===== config.mk =====
export PLATFORM = sky130hd
export DESIGN_NAME = assoc_tag_lookup
export DESIGN_NICKNAME = d
export VERILOG_FILES = /design/src/rtl/atl_pkg.sv /design/src/rtl/atl_ctrl.sv /design/src/rtl/atl_line_store.sv /design/src/rtl/atl_match_combine.sv /design/src/rtl/assoc_tag_lookup.sv
export SDC_FILE = /design/constraint.sdc
export NUM_CORES = 1
export LEC_CHECK = 0
export ABC_AREA = 1
export BUFFER_PORTS_ARGS = -buffer_cell sky130_fd_sc_hd__buf_2
export CAP_MARGIN = 20
export CORE_MARGIN = 1.5
export CORE_UTILIZATION = 55
export CTS_CLUSTER_DIAMETER = 40
export DETAILED_ROUTE_END_ITERATION = 10
export GPL_TIMING_DRIVEN = 0
export HOLD_SLACK_MARGIN = 0.15
export PLACE_DENSITY_LB_ADDON = 0.1
export SYNTH_ARGS = -nofsm -noshare
export SYNTH_HDL_FRONTEND = slang
export SYNTH_SLANG_ARGS = --single-unit

===== constraint.sdc =====
create_clock -name clk -period 1.6 [get_ports clk]
set_input_delay 0.16 -clock clk [delete_from_list [all_inputs] [get_ports clk]]
set_output_delay 0.16 -clock clk [all_outputs]
set_load 0.02 [all_outputs]

===== src/rtl/atl_pkg.sv =====
package atl_pkg;

    // Operation selected each cycle by the two enables.
    typedef enum logic [1:0] {
        OP_IDLE   = 2'd0,
        OP_WRITE  = 2'd1,
        OP_LOOKUP = 2'd2
    } atl_op_e;

endpackage


===== src/rtl/atl_ctrl.sv =====
module atl_ctrl
    import atl_pkg::*;
(
    input  logic key_enable,
    input  logic word_enable,
    output logic wr_go,
    output logic rd_go
);

    atl_op_e op;

    // Mode decode: both low writes, both high looks up, mixed idles.
    always_comb begin
        unique case ({key_enable, word_enable})
            2'b00:   op = OP_WRITE;
            2'b11:   op = OP_LOOKUP;
            default: op = OP_IDLE;
        endcase
    end

    // Per-mode strobes.
    always_comb begin
        wr_go = 1'b0;
        rd_go = 1'b0;
        unique case (op)
            OP_WRITE:  wr_go = 1'b1;
            OP_LOOKUP: rd_go = 1'b1;
            default:   ;
        endcase
    end

endmodule


===== src/rtl/atl_line_store.sv =====
module atl_line_store #(
    parameter int LINES  = 8,
    parameter int TAG_W  = 8,
    parameter int DATA_W = 16,
    parameter int IDX_W  = 3
) (
    input  logic                          clk,
    input  logic                          rst_n,
    input  logic                          wr_go,
    input  logic [IDX_W-1:0]              wr_index,
    input  logic [TAG_W-1:0]              key_in,
    input  logic [DATA_W-1:0]             word_in,
    output logic [LINES-1:0]              line_match,
    output logic [LINES-1:0][DATA_W-1:0]  line_word
);

    for (genvar g = 0; g < LINES; g++) begin : g_line
        logic              vld;
        logic [TAG_W-1:0]  tag;
        logic [DATA_W-1:0] word;
        logic              sel;

        assign sel = (wr_index == IDX_W'(g));

        // Compare: every key bit must agree (XNOR, then AND-reduce).
        assign line_match[g] = vld & (&(~(tag ^ key_in)));
        assign line_word[g]  = word;

        always_ff @(posedge clk) begin
            if (!rst_n) begin
                vld  <= 1'b0;
                tag  <= '0;
                word <= '0;
            end else if (wr_go) begin
                if (sel) begin
                    vld  <= 1'b1;
                    tag  <= key_in;
                    word <= word_in;
                end else if (line_match[g]) begin
                    // Same key elsewhere: drop it to keep keys unique.
                    vld  <= 1'b0;
                end
            end
        end
    end

endmodule


===== src/rtl/atl_match_combine.sv =====
module atl_match_combine #(
    parameter int LINES  = 8,
    parameter int DATA_W = 16
) (
    input  logic [LINES-1:0]             line_match,
    input  logic [LINES-1:0][DATA_W-1:0] line_word,
    output logic [DATA_W-1:0]            gated_word,
    output logic                         any_match,
    output logic                         many_match
);

    always_comb begin
        logic seen;
        gated_word = '0;
        any_match  = 1'b0;
        many_match = 1'b0;
        seen       = 1'b0;
        for (int i = 0; i < LINES; i++) begin
            gated_word = gated_word | (line_word[i] & {DATA_W{line_match[i]}});
            any_match  = any_match | line_match[i];
            many_match = many_match | (seen & line_match[i]);
            seen       = seen | line_match[i];
        end
    end

endmodule


===== src/rtl/assoc_tag_lookup.sv =====
module assoc_tag_lookup #(
    parameter int LINES  = 8,
    parameter int TAG_W  = 8,
    parameter int DATA_W = 16,
    parameter int IDX_W  = (LINES > 1) ? $clog2(LINES) : 1
) (
    input  logic              clk,
    input  logic              rst_n,
    input  logic              key_enable,
    input  logic              word_enable,
    input  logic [IDX_W-1:0]  wr_index,
    input  logic [TAG_W-1:0]  key_in,
    input  logic [DATA_W-1:0] word_in,
    output logic [LINES-1:0]  line_hit,
    output logic              any_hit,
    output logic              multi_hit,
    output logic [DATA_W-1:0] word_out
);

    logic                         wr_go;
    logic                         rd_go;
    logic [LINES-1:0]             line_match;
    logic [LINES-1:0][DATA_W-1:0] line_word;
    logic [DATA_W-1:0]            gated_word;
    logic                         any_match;
    logic                         many_match;

    logic [LINES-1:0]  hit_q;
    logic              any_q;
    logic              multi_q;
    logic [DATA_W-1:0] word_q;

    atl_ctrl i_ctrl (
        .key_enable  (key_enable),
        .word_enable (word_enable),
        .wr_go       (wr_go),
        .rd_go       (rd_go)
    );

    atl_line_store #(
        .LINES  (LINES),
        .TAG_W  (TAG_W),
        .DATA_W (DATA_W),
        .IDX_W  (IDX_W)
    ) i_store (
        .clk        (clk),
        .rst_n      (rst_n),
        .wr_go      (wr_go),
        .wr_index   (wr_index),
        .key_in     (key_in),
        .word_in    (word_in),
        .line_match (line_match),
        .line_word  (line_word)
    );

    atl_match_combine #(
        .LINES  (LINES),
        .DATA_W (DATA_W)
    ) i_combine (
        .line_match (line_match),
        .line_word  (line_word),
        .gated_word (gated_word),
        .any_match  (any_match),
        .many_match (many_match)
    );

    // Result registers: loaded only by a lookup, otherwise held.
    always_ff @(posedge clk) begin
        if (!rst_n) begin
            hit_q   <= '0;
            any_q   <= 1'b0;
            multi_q <= 1'b0;
            word_q  <= '0;
        end else if (rd_go) begin
            hit_q   <= line_match;
            any_q   <= any_match;
            multi_q <= many_match;
            word_q  <= gated_word;
        end
    end

    assign line_hit  = hit_q;
    assign any_hit   = any_q;
    assign multi_hit = multi_q;
    assign word_out  = word_q;

endmodule


* Yosys cells after proc, flatten, opt, wreduce, memory -nomap -nowiden
Cells that the tools add are included.
Word-level totals: register bits after elaboration 226, word-level logic and storage cells 150, output and inout bits 26, bits of input ports 31
Operators by class: eq/ne operators 10, muxes and demuxes 19, reduce and logical (&&, ||, !) cells 34, bitwise gates (word level) 59
Operators by type and width (number):
- 16-bit bitwise AND | 8
- 16-bit bitwise OR | 7
- 8-bit NOT | 8
- 8-bit AND reduction | 8
- 8-bit XOR | 8
- 2-bit AND reduction | 16
- 1-bit 2-to-1 mux | 18
- 2-bit nonzero test | 8
- 1-bit bitwise AND | 15
- 1-bit bitwise OR | 13
- 3-bit equality test, second input constant | 4
- 3-bit by 2-bit equality test with 1-bit output, second input constant | 2
- 2-bit equality test, second input constant | 2
- 2-bit one-hot mux with 2 select lines | 1
- 3-bit by 1-bit equality test with 1-bit output, second input constant | 1
- 3-bit zero test | 1
- 2-bit by 1-bit equality test with 1-bit output, second input constant | 1
- 2-bit zero test | 1

* Depth between registers and ports, before layout
Gate-level depths: netlist of the first run.
depth in word-level cells 12, depth in mapped cells 18, gate-level depth less buffers 16

* Hierarchy
Synthesis of the first run repeated with hierarchy kept, for this count alone.
Unflattened totals: cell total of the unflattened synthesis 1503, area, all modules 10269.8 µm²
By module, submodules not included:
- atl_line_store | seq. area each 4003.8 µm², cells each 1152, area each 8231.6 µm², instances 1
- assoc_tag_lookup | seq. area each 520.5 µm², cells each 165, area each 1094.8 µm², instances 1
- atl_match_combine | seq. area each 0.0 µm², cells each 183, area each 932.1 µm², instances 1
- atl_ctrl | seq. area each 0.0 µm², cells each 3, area each 11.3 µm², instances 1

* Least setup slack after synthesis of the first run
Ideal clock, no wire load.
kind input to register, from input port key_in[5], to register word_q[7] (netlist: word_out[7]), library setup time 0.056 ns, arrival time 1.477 ns, setup slack 0.067 ns, stages 13, buffers on the path 3, required time 1.544 ns, path through buf_4 inv_2 buf_2 nand2_1 nand2_1 nor3_1 nand3_2 buf_2 o22ai_1 nor2_1 nand2_1 o21ai_1 inv_1
Between the ends: word-level cells in the longest chain between the ends 12
Ends and longest elaborated chain:
- start: declaration | line assoc_tag_lookup.sv:12 | input logic [TAG_W-1:0] key_in,
- 8-bit XOR | line atl_line_store.sv:26 | assign line_match[g] = vld & (&(~(tag ^ key_in)));
- 8-bit NOT | line atl_line_store.sv:26
- 8-bit AND reduction | line atl_line_store.sv:26
- 1-bit bitwise AND | line atl_line_store.sv:26
- 16-bit bitwise AND | line atl_match_combine.sv:19 | gated_word = gated_word | (line_word[i] & {DATA_W{line_match[i]}});
- 16-bit bitwise OR (6 in series) | line atl_match_combine.sv:19
- 16-bit bitwise OR * | line atl_match_combine.sv:19
- end signal: assignment | line assoc_tag_lookup.sv:78 | word_q <= gated_word;
- end: declaration | line assoc_tag_lookup.sv:31 | logic [DATA_W-1:0] word_q;
Mark *: on every way between the ends. The rest lies on a longest branch, timed or not. A chain may end at the register's enable or synchronous reset.

* Worst setup path after layout of the first run
from register i_store.g_line[4].tag[5], to register word_q[13] (netlist: word_out[13])
Between the ends: word-level cells in the longest chain between the ends 9
Ends and longest elaborated chain:
- start: declaration | line atl_line_store.sv:19 | logic [TAG_W-1:0] tag;
- start signal: assignment | line atl_line_store.sv:37 | tag <= key_in;
- 8-bit XOR | line atl_line_store.sv:26
- 8-bit NOT | line atl_line_store.sv:26
- 8-bit AND reduction | line atl_line_store.sv:26
- 1-bit bitwise AND | line atl_line_store.sv:26
- 16-bit bitwise AND | line atl_match_combine.sv:19
- 16-bit bitwise OR (4 in series) | line atl_match_combine.sv:19
No other way between the ends.

==> flow_results.xml, run 1 <==
<?xml version="1.0" encoding="UTF-8"?>
<metrics>
  <group name="run_status">
    <metric name="status" unit="">finished with violations</metric>
    <metric name="violations" unit="">setup timing</metric>
  </group>
  <group name="sta">
    <metric name="fmax" unit="GHz">0.5679</metric>
    <metric name="final-max-slew-violation-count" unit="">0</metric>
    <metric name="final_number_of_setup_violating_endpoints" unit="">25</metric>
    <metric name="finalSetupTns" unit="ns">-1.844</metric>
    <metric name="max_slew_margin" unit="%">45.32</metric>
    <metric name="worst_pin_slew" unit="ns">0.8202</metric>
    <metric name="rsz0062_at_grt" unit="">yes</metric>
    <metric name="postLayoutSetupSlackWorst" unit="ns">-0.1609</metric>
    <metric name="min_period" unit="ns">1.761</metric>
    <metric name="min_period_over_period" unit="%">110.1</metric>
    <metric name="hold_violations_final" unit="">0</metric>
    <metric name="fin_worst_skew" unit="ns">0.02734</metric>
  </group>
  <group name="pwr">
    <metric name="max-vdd-ir-drop" unit="mV">0.9777</metric>
    <metric name="p_sw" unit="µW">3680</metric>
    <metric name="p_clk_share" unit="%">52.0</metric>
    <metric name="pwr_density_cell" unit="nW/µm²">1128</metric>
    <metric name="internal_power" unit="µW">11040</metric>
    <metric name="switching_share" unit="%">25.00</metric>
    <metric name="share_comb_of_total_power" unit="%">8.2</metric>
    <metric name="power.sequential.fraction" unit="%">39.7</metric>
    <metric name="leakage_dissipation" unit="µW">0.005425</metric>
  </group>
  <group name="global_routing">
    <metric name="grt_start_max_net_pins" unit="">18</metric>
    <metric name="global_route_wire_length_before_repair" unit="mm">56.02</metric>
    <metric name="grt_use_total" unit="%">37.17</metric>
    <metric name="grt_pass1_vias" unit="">10100</metric>
    <metric name="grt_util_met3" unit="%">9.807</metric>
    <metric name="grt.met1_usage" unit="%">49.48</metric>
    <metric name="globalRoute.totalOverflow" unit="">0</metric>
    <metric name="globalRoute.busiestLayer" unit="">met2</metric>
    <metric name="antenna_found_initial" unit="">0</metric>
    <metric name="global_routing_met2_resource_utilization" unit="%">57.63</metric>
  </group>
  <group name="finish">
    <metric name="nets" unit="">1646</metric>
    <metric name="drive_above_1_share" unit="%">19.70</metric>
    <metric name="layout.cells.most_common_list" unit="">sky130_fd_sc_hd__o21ai_0 (213), sky130_fd_sc_hd__dfxtp_1 (209), sky130_fd_sc_hd__nor2_1 (200)</metric>
    <metric name="leading_cell_type_in_the_layout_fill_and_taps_excluded" unit="">sky130_fd_sc_hd__o21ai_0</metric>
    <metric name="fill_cells" unit="">1475</metric>
    <metric name="area_growth" unit="%">28.37</metric>
    <metric name="final_cell_area" unit="µm²">13050</metric>
    <metric name="area_of_the_multi_input_gates" unit="µm²">5189</metric>
    <metric name="register_area" unit="µm²">4548</metric>
  </group>
  <group name="route">
    <metric name="average_detailed_routed_wire_length_per_instance" unit="µm">20.02</metric>
    <metric name="routed-via-count" unit="">11050</metric>
    <metric name="detail_route.drc_violations" unit="">0</metric>
    <metric name="starting_drt_drc_count" unit="">1219</metric>
    <metric name="firstDrtPassIters" unit="">6</metric>
    <metric name="drt.antenna.violating_nets" unit="">0</metric>
    <metric name="routed_wl" unit="mm">37.43</metric>
    <metric name="avgViaCountPerCell" unit="">5.906</metric>
  </group>
  <group name="worst_setup_path">
    <metric name="highest_net_fanout_along_the_worst_path" unit="">5</metric>
    <metric name="timing.critical_path.to_type" unit="">register</metric>
    <metric name="critPathRequiredTime" unit="ns">2.03</metric>
    <metric name="crit_path_start_kind" unit="">register</metric>
    <metric name="arrival" unit="ns">2.20</metric>
    <metric name="setup.worst_path.class" unit="">register to register</metric>
  </group>
  <group name="clocking">
    <metric name="clock_latency" unit="ns">0.51</metric>
    <metric name="cts_max_path_buffers" unit="">3</metric>
    <metric name="clock_tree_from_tritoncts" unit="">yes</metric>
    <metric name="htreeDepth" unit="">2</metric>
    <metric name="clk_transition_reported_paths" unit="ns">0.06</metric>
    <metric name="cts-root-buf" unit="">sky130_fd_sc_hd__clkbuf_16</metric>
    <metric name="clock_sink_count" unit="">226</metric>
    <metric name="cts-buffers-inserted" unit="">34</metric>
  </group>
  <group name="floorplan">
    <metric name="fp.dieH" unit="µm">138.9</metric>
    <metric name="pin_count" unit="">57</metric>
    <metric name="placeableCoreArea" unit="µm²">18020</metric>
    <metric name="die_width" unit="µm">138.9</metric>
    <metric name="initial_utilization" unit="%">56.38</metric>
    <metric name="floorplan.die_area" unit="µm²">19300</metric>
    <metric name="floorplan.rows" unit="">49</metric>
  </group>
  <group name="synthesis">
    <metric name="synth_seq_area_share" unit="%">44.52</metric>
    <metric name="synth-warning-count" unit="">0</metric>
    <metric name="synth_nets" unit="">1511</metric>
    <metric name="ys_ff_latch" unit="">226</metric>
    <metric name="async_flop_share" unit="%">0</metric>
    <metric name="cell_accounting_for_the_most_synthesized_area" unit="">sky130_fd_sc_hd__dfxtp_1</metric>
    <metric name="syn-cell-area" unit="µm²">10160</metric>
    <metric name="syn_area_per_cell" unit="µm²">6.866</metric>
    <metric name="ys_types" unit="">36</metric>
    <metric name="synth.area.top_cells" unit="">sky130_fd_sc_hd__dfxtp_1 (45%), sky130_fd_sc_hd__o21ai_0 (11%), sky130_fd_sc_hd__nand2_1 (8.7%), sky130_fd_sc_hd__nor2_1 (8.3%), sky130_fd_sc_hd__a21oi_1 (8.1%)</metric>
    <metric name="ys.flop_type" unit="">sky130_fd_sc_hd__dfxtp_1</metric>
    <metric name="postSynthCellCount" unit="">1480</metric>
    <metric name="fraction_of_synthesized_cell_area_taken_by_the_top_area_cell_type" unit="%">44.52</metric>
    <metric name="synth-edff-count" unit="">0</metric>
  </group>
  <group name="job">
    <metric name="cap_violations" unit="">0</metric>
  </group>
  <group name="placement">
    <metric name="routabilityCongestion" unit="">0.9703</metric>
    <metric name="place_area" unit="µm²">10710</metric>
    <metric name="detailedPlacementHpwl" unit="mm">24.26</metric>
    <metric name="placement.io_buffers" unit="">53</metric>
  </group>
  <group name="min_path">
    <metric name="min-delay-path-class" unit="">input pin to register</metric>
  </group>
</metrics>
## synthesized netlist by cell type (all sizes together) (9+ instances only)
cell type / count
nor2: 227
o22ai: 19
inv: 160
clkbuf: 65
nand3: 67
nand4: 13
nand2: 236
a21oi: 165
nor3: 9
o21ai: 229
dfxtp: 226
buf: 18
o211ai: 9
## stage by stage
step           std cells  worst slack [ns]  total power (µW)  utilization, %  hold slack (ns)
6_report            1870           -0.1609             14720           72.37           0.2071
5_1_grt             1869           -0.1985             15060           72.36           0.2112
4_1_cts             1855          -0.06689             14610           69.25           0.1732
3_5_place_dp        1762           -0.9903              6982           59.44           0.4417
3_3_place_gp        1762            -1.022              6962           59.44           0.4364
2_1_floorplan       1480           0.06655              6590               -           0.2949
## layer usage
layer	vias to the layer above	wire (µm)
met3	156	4521
met1	5078	14740
met5	-	43
met2	687	16390
li1	5122	-
met4	2	1739
## power groups by stage
stage / Combinational [µW] / Sequential (µW) / Clock, µW
floorplan: 597 / 5990 / 0
global placement: 1010 / 5950 / 0
detailed placement: 1020 / 5960 / 0
CTS: 1110 / 5840 / 7660
global route: 1300 / 5860 / 7900
finish: 1210 / 5850 / 7660
## path summary, 6_finish.rpt
check	from	to	slack, ns	depth (start not counted)
worst min-delay path	key_in[4]	i_store.g_line[5].tag[4]	0.21	3
worst max register to register	i_store.g_line[4].tag[5]	word_out[13]	-0.16	11
worst min register to register	i_store.g_line[4].word[15]	i_store.g_line[4].word[15]	0.45	2
worst max-delay path	i_store.g_line[4].tag[5]	word_out[13]	-0.16	11
## sequential cells by signal, indices dropped and copies added, names as in the netlist
register             flops
any_hit                  1
i_store.g_line.tag      64
i_store.g_line.vld       8
i_store.g_line.word    128
line_hit                 8
multi_hit                1
word_out                16
## repair_timing
action | CTS | global route
gates cloned | 1 | 4
hold buffers | 23 | 0
pin swaps | 20 | 50
setup buffers | 9 | 10
gates resized for setup | 93 | 133
endpoints found under the setup margin | 128 | 58
hold endpoints to repair | 139 | 0
## worst max-delay path: stages (launching register included)
cell and delay (ns):
sky130_fd_sc_hd__dfxtp_2 0.33, sky130_fd_sc_hd__inv_1 0.05, sky130_fd_sc_hd__nand2_1 0.04, sky130_fd_sc_hd__o21ai_0 0.07
sky130_fd_sc_hd__inv_1 0.09, sky130_fd_sc_hd__nand3_1 0.10, sky130_fd_sc_hd__nor3_2 0.22, sky130_fd_sc_hd__nand2_2 0.19
sky130_fd_sc_hd__buf_8 0.20, sky130_fd_sc_hd__nor2_1 0.17, sky130_fd_sc_hd__a211oi_1 0.07, sky130_fd_sc_hd__a21oi_1 0.16
## area by class of cell
type,instances,share of cell area [%]
Multi-Input combinational cell,1009,39.78
Sequential cell,226,34.86
Clock buffer,42,6.992
Timing Repair Buffer,99,6.023
Inverter,162,4.786
Buffer,82,3.405
Tap cell,229,2.196
Clock inverter,19,1.880
Timing Repair inverter,1,0.05755
Antenna cell,1,0.01918
## kinds of logic after synthesis
family / count (synthesis) / share of synthesized area (%)
AND/OR/NAND/NOR: 571 / 23.32
buffers and inverters: 245 / 9.468
XOR/XNOR: 13 / 1.120
flip-flops: 226 / 44.52
AO/OA/AOI/OAI: 425 / 21.57
Power figures use the tool's default switching activity.
==> inputs of run 2 (changes only) <==
- PLACE_DENSITY: unset -> 0.86
- PLACE_DENSITY_LB_ADDON: 0.1 -> unset
==> run 2 against run 1 <==
Compared with the run above: the flow still finishes with violations (setup timing); via count increased by 7.7%; design area decreased by 1.0%; critical path depth unchanged; global-route usage increased by 1.7 points; critical endpoint is now word_out[15]; highest routed layer unchanged.
==> flow_results.xml, run 2 (same netlist as run 1, synthesis figures left out) <==
<?xml version="1.0" encoding="UTF-8"?>
<metrics>
  <group name="sta">
    <metric name="final-max-slew-violation-count" unit="">0</metric>
    <metric name="min_period_over_period" unit="%">115.2</metric>
    <metric name="rsz0062_at_grt" unit="">yes</metric>
    <metric name="postLayoutSetupSlackWorst" unit="ns">-0.2438</metric>
    <metric name="fmax" unit="GHz">0.5424</metric>
    <metric name="fin_worst_skew" unit="ns">0.01664</metric>
    <metric name="worst_pin_slew" unit="ns">0.8434</metric>
    <metric name="timing.hold.ws" unit="ns">0.1731</metric>
    <metric name="final_number_of_setup_violating_endpoints" unit="">43</metric>
    <metric name="max_slew_margin" unit="%">43.78</metric>
    <metric name="hold_violations_final" unit="">0</metric>
    <metric name="min_period" unit="ns">1.844</metric>
  </group>
  <group name="clocking">
    <metric name="cts-buffers-inserted" unit="">29</metric>
    <metric name="clock_tree_from_tritoncts" unit="">yes</metric>
    <metric name="cts-root-buf" unit="">sky130_fd_sc_hd__clkbuf_16</metric>
    <metric name="clock_latency" unit="ns">0.57</metric>
    <metric name="cts_max_path_buffers" unit="">3</metric>
    <metric name="clock_sink_count" unit="">226</metric>
    <metric name="clk_transition_reported_paths" unit="ns">0.06</metric>
    <metric name="htreeDepth" unit="">1</metric>
  </group>
  <group name="worst_setup_path">
    <metric name="crit_path_start_kind" unit="">register</metric>
    <metric name="timing.critical_path.buf_inv" unit="">2</metric>
    <metric name="highest_net_fanout_along_the_worst_path" unit="">4</metric>
    <metric name="worst_path_largest_cell_delay" unit="ns">0.33</metric>
    <metric name="rrSetupSlack" unit="ns">-0.24</metric>
    <metric name="setup.worst_path.class" unit="">register to register</metric>
    <metric name="crit_top_cell" unit="">sky130_fd_sc_hd__nand2_1</metric>
    <metric name="timing.critical_path.to_type" unit="">register</metric>
    <metric name="path_cells" unit="">or2_4 -&gt; o211ai_1 -&gt; nor3_2 -&gt; nand2_2 -&gt; clkinvlp_4 -&gt; nand2_1 -&gt; nand2_1 -&gt; nor2_2 -&gt; nand2_1 -&gt; o21ai_1 -&gt; inv_1</metric>
    <metric name="arrival" unit="ns">2.30</metric>
    <metric name="path_delay_family" unit="">simple AND/OR/NAND/NOR gates</metric>
    <metric name="critPathRequiredTime" unit="ns">2.06</metric>
    <metric name="worst_path_max_delay_cell" unit="">sky130_fd_sc_hd__dfxtp_2</metric>
  </group>
  <group name="route">
    <metric name="average_detailed_routed_wire_length_per_instance" unit="µm">21.58</metric>
    <metric name="detail_route.drc_violations" unit="">0</metric>
    <metric name="routed_wl" unit="mm">40.44</metric>
    <metric name="routed-via-count" unit="">11900</metric>
    <metric name="drt.antenna.violating_nets" unit="">0</metric>
    <metric name="starting_drt_drc_count" unit="">2317</metric>
    <metric name="firstDrtPassIters" unit="">10</metric>
    <metric name="avgViaCountPerCell" unit="">6.348</metric>
  </group>
  <group name="floorplan">
    <metric name="fp.dieH" unit="µm">138.9</metric>
    <metric name="pin_count" unit="">57</metric>
    <metric name="floorplan.die_area" unit="µm²">19300</metric>
    <metric name="floorplan.rows" unit="">49</metric>
    <metric name="initial_utilization" unit="%">56.38</metric>
    <metric name="die_width" unit="µm">138.9</metric>
    <metric name="placeableCoreArea" unit="µm²">18020</metric>
  </group>
  <group name="finish">
    <metric name="drive_above_1_share" unit="%">20.62</metric>
    <metric name="layout.cells.most_common_list" unit="">sky130_fd_sc_hd__o21ai_0 (210), sky130_fd_sc_hd__nand2_1 (203), sky130_fd_sc_hd__nor2_1 (200)</metric>
    <metric name="largest_register_ff_count" unit="">128</metric>
    <metric name="fill_cells" unit="">1265</metric>
    <metric name="leading_cell_type_in_the_layout_fill_and_taps_excluded" unit="">sky130_fd_sc_hd__o21ai_0</metric>
    <metric name="top_register_by_number_of_flip_flops" unit="">i_store.g_line.word</metric>
    <metric name="nets" unit="">1653</metric>
    <metric name="area_growth" unit="%">27.09</metric>
  </group>
  <group name="run_status">
    <metric name="violations" unit="">setup timing</metric>
    <metric name="status" unit="">finished with violations</metric>
  </group>
  <group name="pwr">
    <metric name="max-vdd-ir-drop" unit="mV">0.9990</metric>
    <metric name="pwr_density_cell" unit="nW/µm²">1059</metric>
    <metric name="leakage_dissipation" unit="µW">0.005264</metric>
  </group>
  <group name="global_routing">
    <metric name="global_route_wire_length_before_repair" unit="mm">58.74</metric>
    <metric name="grt_pass1_vias" unit="">11000</metric>
    <metric name="globalRoute.totalOverflow" unit="">0</metric>
    <metric name="antenna_found_initial" unit="">1</metric>
    <metric name="grt_start_max_net_pins" unit="">14</metric>
    <metric name="grt_use_total" unit="%">38.86</metric>
  </group>
  <group name="placement">
    <metric name="placement.io_buffers" unit="">53</metric>
    <metric name="routabilityCongestion" unit="">0.9724</metric>
    <metric name="detailedPlacementHpwl" unit="mm">23.40</metric>
    <metric name="place_ws" unit="ns">-0.8850</metric>
  </group>
  <group name="job">
    <metric name="cap_violations" unit="">0</metric>
  </group>
  <group name="min_path">
    <metric name="min-delay-path-class" unit="">input pin to register</metric>
  </group>
</metrics>
-- run 2: final cells by class --
cell class	instances	area (µm²)	area share [%]
multi-input combinational	1010	5186	40.16
tap	229	286.5	2.219
clock inverter	17	167.7	1.298
timing repair inverter	1	7.507	0.05813
sequential	226	4561	35.31
clock buffer	36	792.0	6.133
buffer	83	430.4	3.333
antenna	1	2.502	0.01938
inverter	162	623.1	4.825
timing repair buffer	109	858.3	6.646
-- run 2: through the flow --
step | util, % | instances | total power [µW] | TNS, ns | area (µm²)
after global placement | 59.44 | 1762 | 6938 | -90.63 | 10710
after CTS | 69.40 | 1861 | 13420 | -0.4699 | 12510
after global routing | 71.65 | 1874 | 13930 | -3.868 | 12910
final | 71.65 | 1874 | 13680 | -3.498 | 12910
after detailed placement | 59.44 | 1762 | 6969 | -99.11 | 10710
after floorplan | - | 1480 | 6590 | 0 | 10160
-- run 2: worst reg2reg max path, delay by kind of cell, from the launching register on --
kind | cells | cell delay (ns)
simple gates | 7 | 0.92
buf+inv | 2 | 0.26
flops | 1 | 0.33
compound gates | 2 | 0.21
-- run 2: routing by layer --
layer / GRT usage (%) / up-vias / routed length, µm
met5: 3.509 / - / 95
met4: 26.32 / 2 / 3587
met3: 12.53 / 352 / 6143
met2: 58.62 / 1150 / 16930
met1: 47.06 / 5279 / 13680
li1: - / 5114 / -
-- run 2: repair_timing --
item,4_1_cts,5_1_grt
endpoints found under the setup margin,82,140
gates cloned,6,1
buffers inserted,14,12
hold buffers,26,0
endpoints found under the hold margin,146,0
resized for setup,122,120
pin swaps,41,57
-- run 2: worst paths after layout --
check	from	to	cells past startpoint
worst max-delay path	i_store.g_line[7].tag[0]	word_out[15]	11
worst min-delay path	wr_index[1]	i_store.g_line[3].tag[6]	5
worst max register to register	i_store.g_line[7].tag[0]	word_out[15]	11
worst min register to register	i_store.g_line[0].word[9]	i_store.g_line[0].word[9]	2
-- run 2: power by group --
group | internal (µW) | switching [µW]
clock | 3870 | 2700
sequential | 5770 | 76.9
combinational | 371 | 888
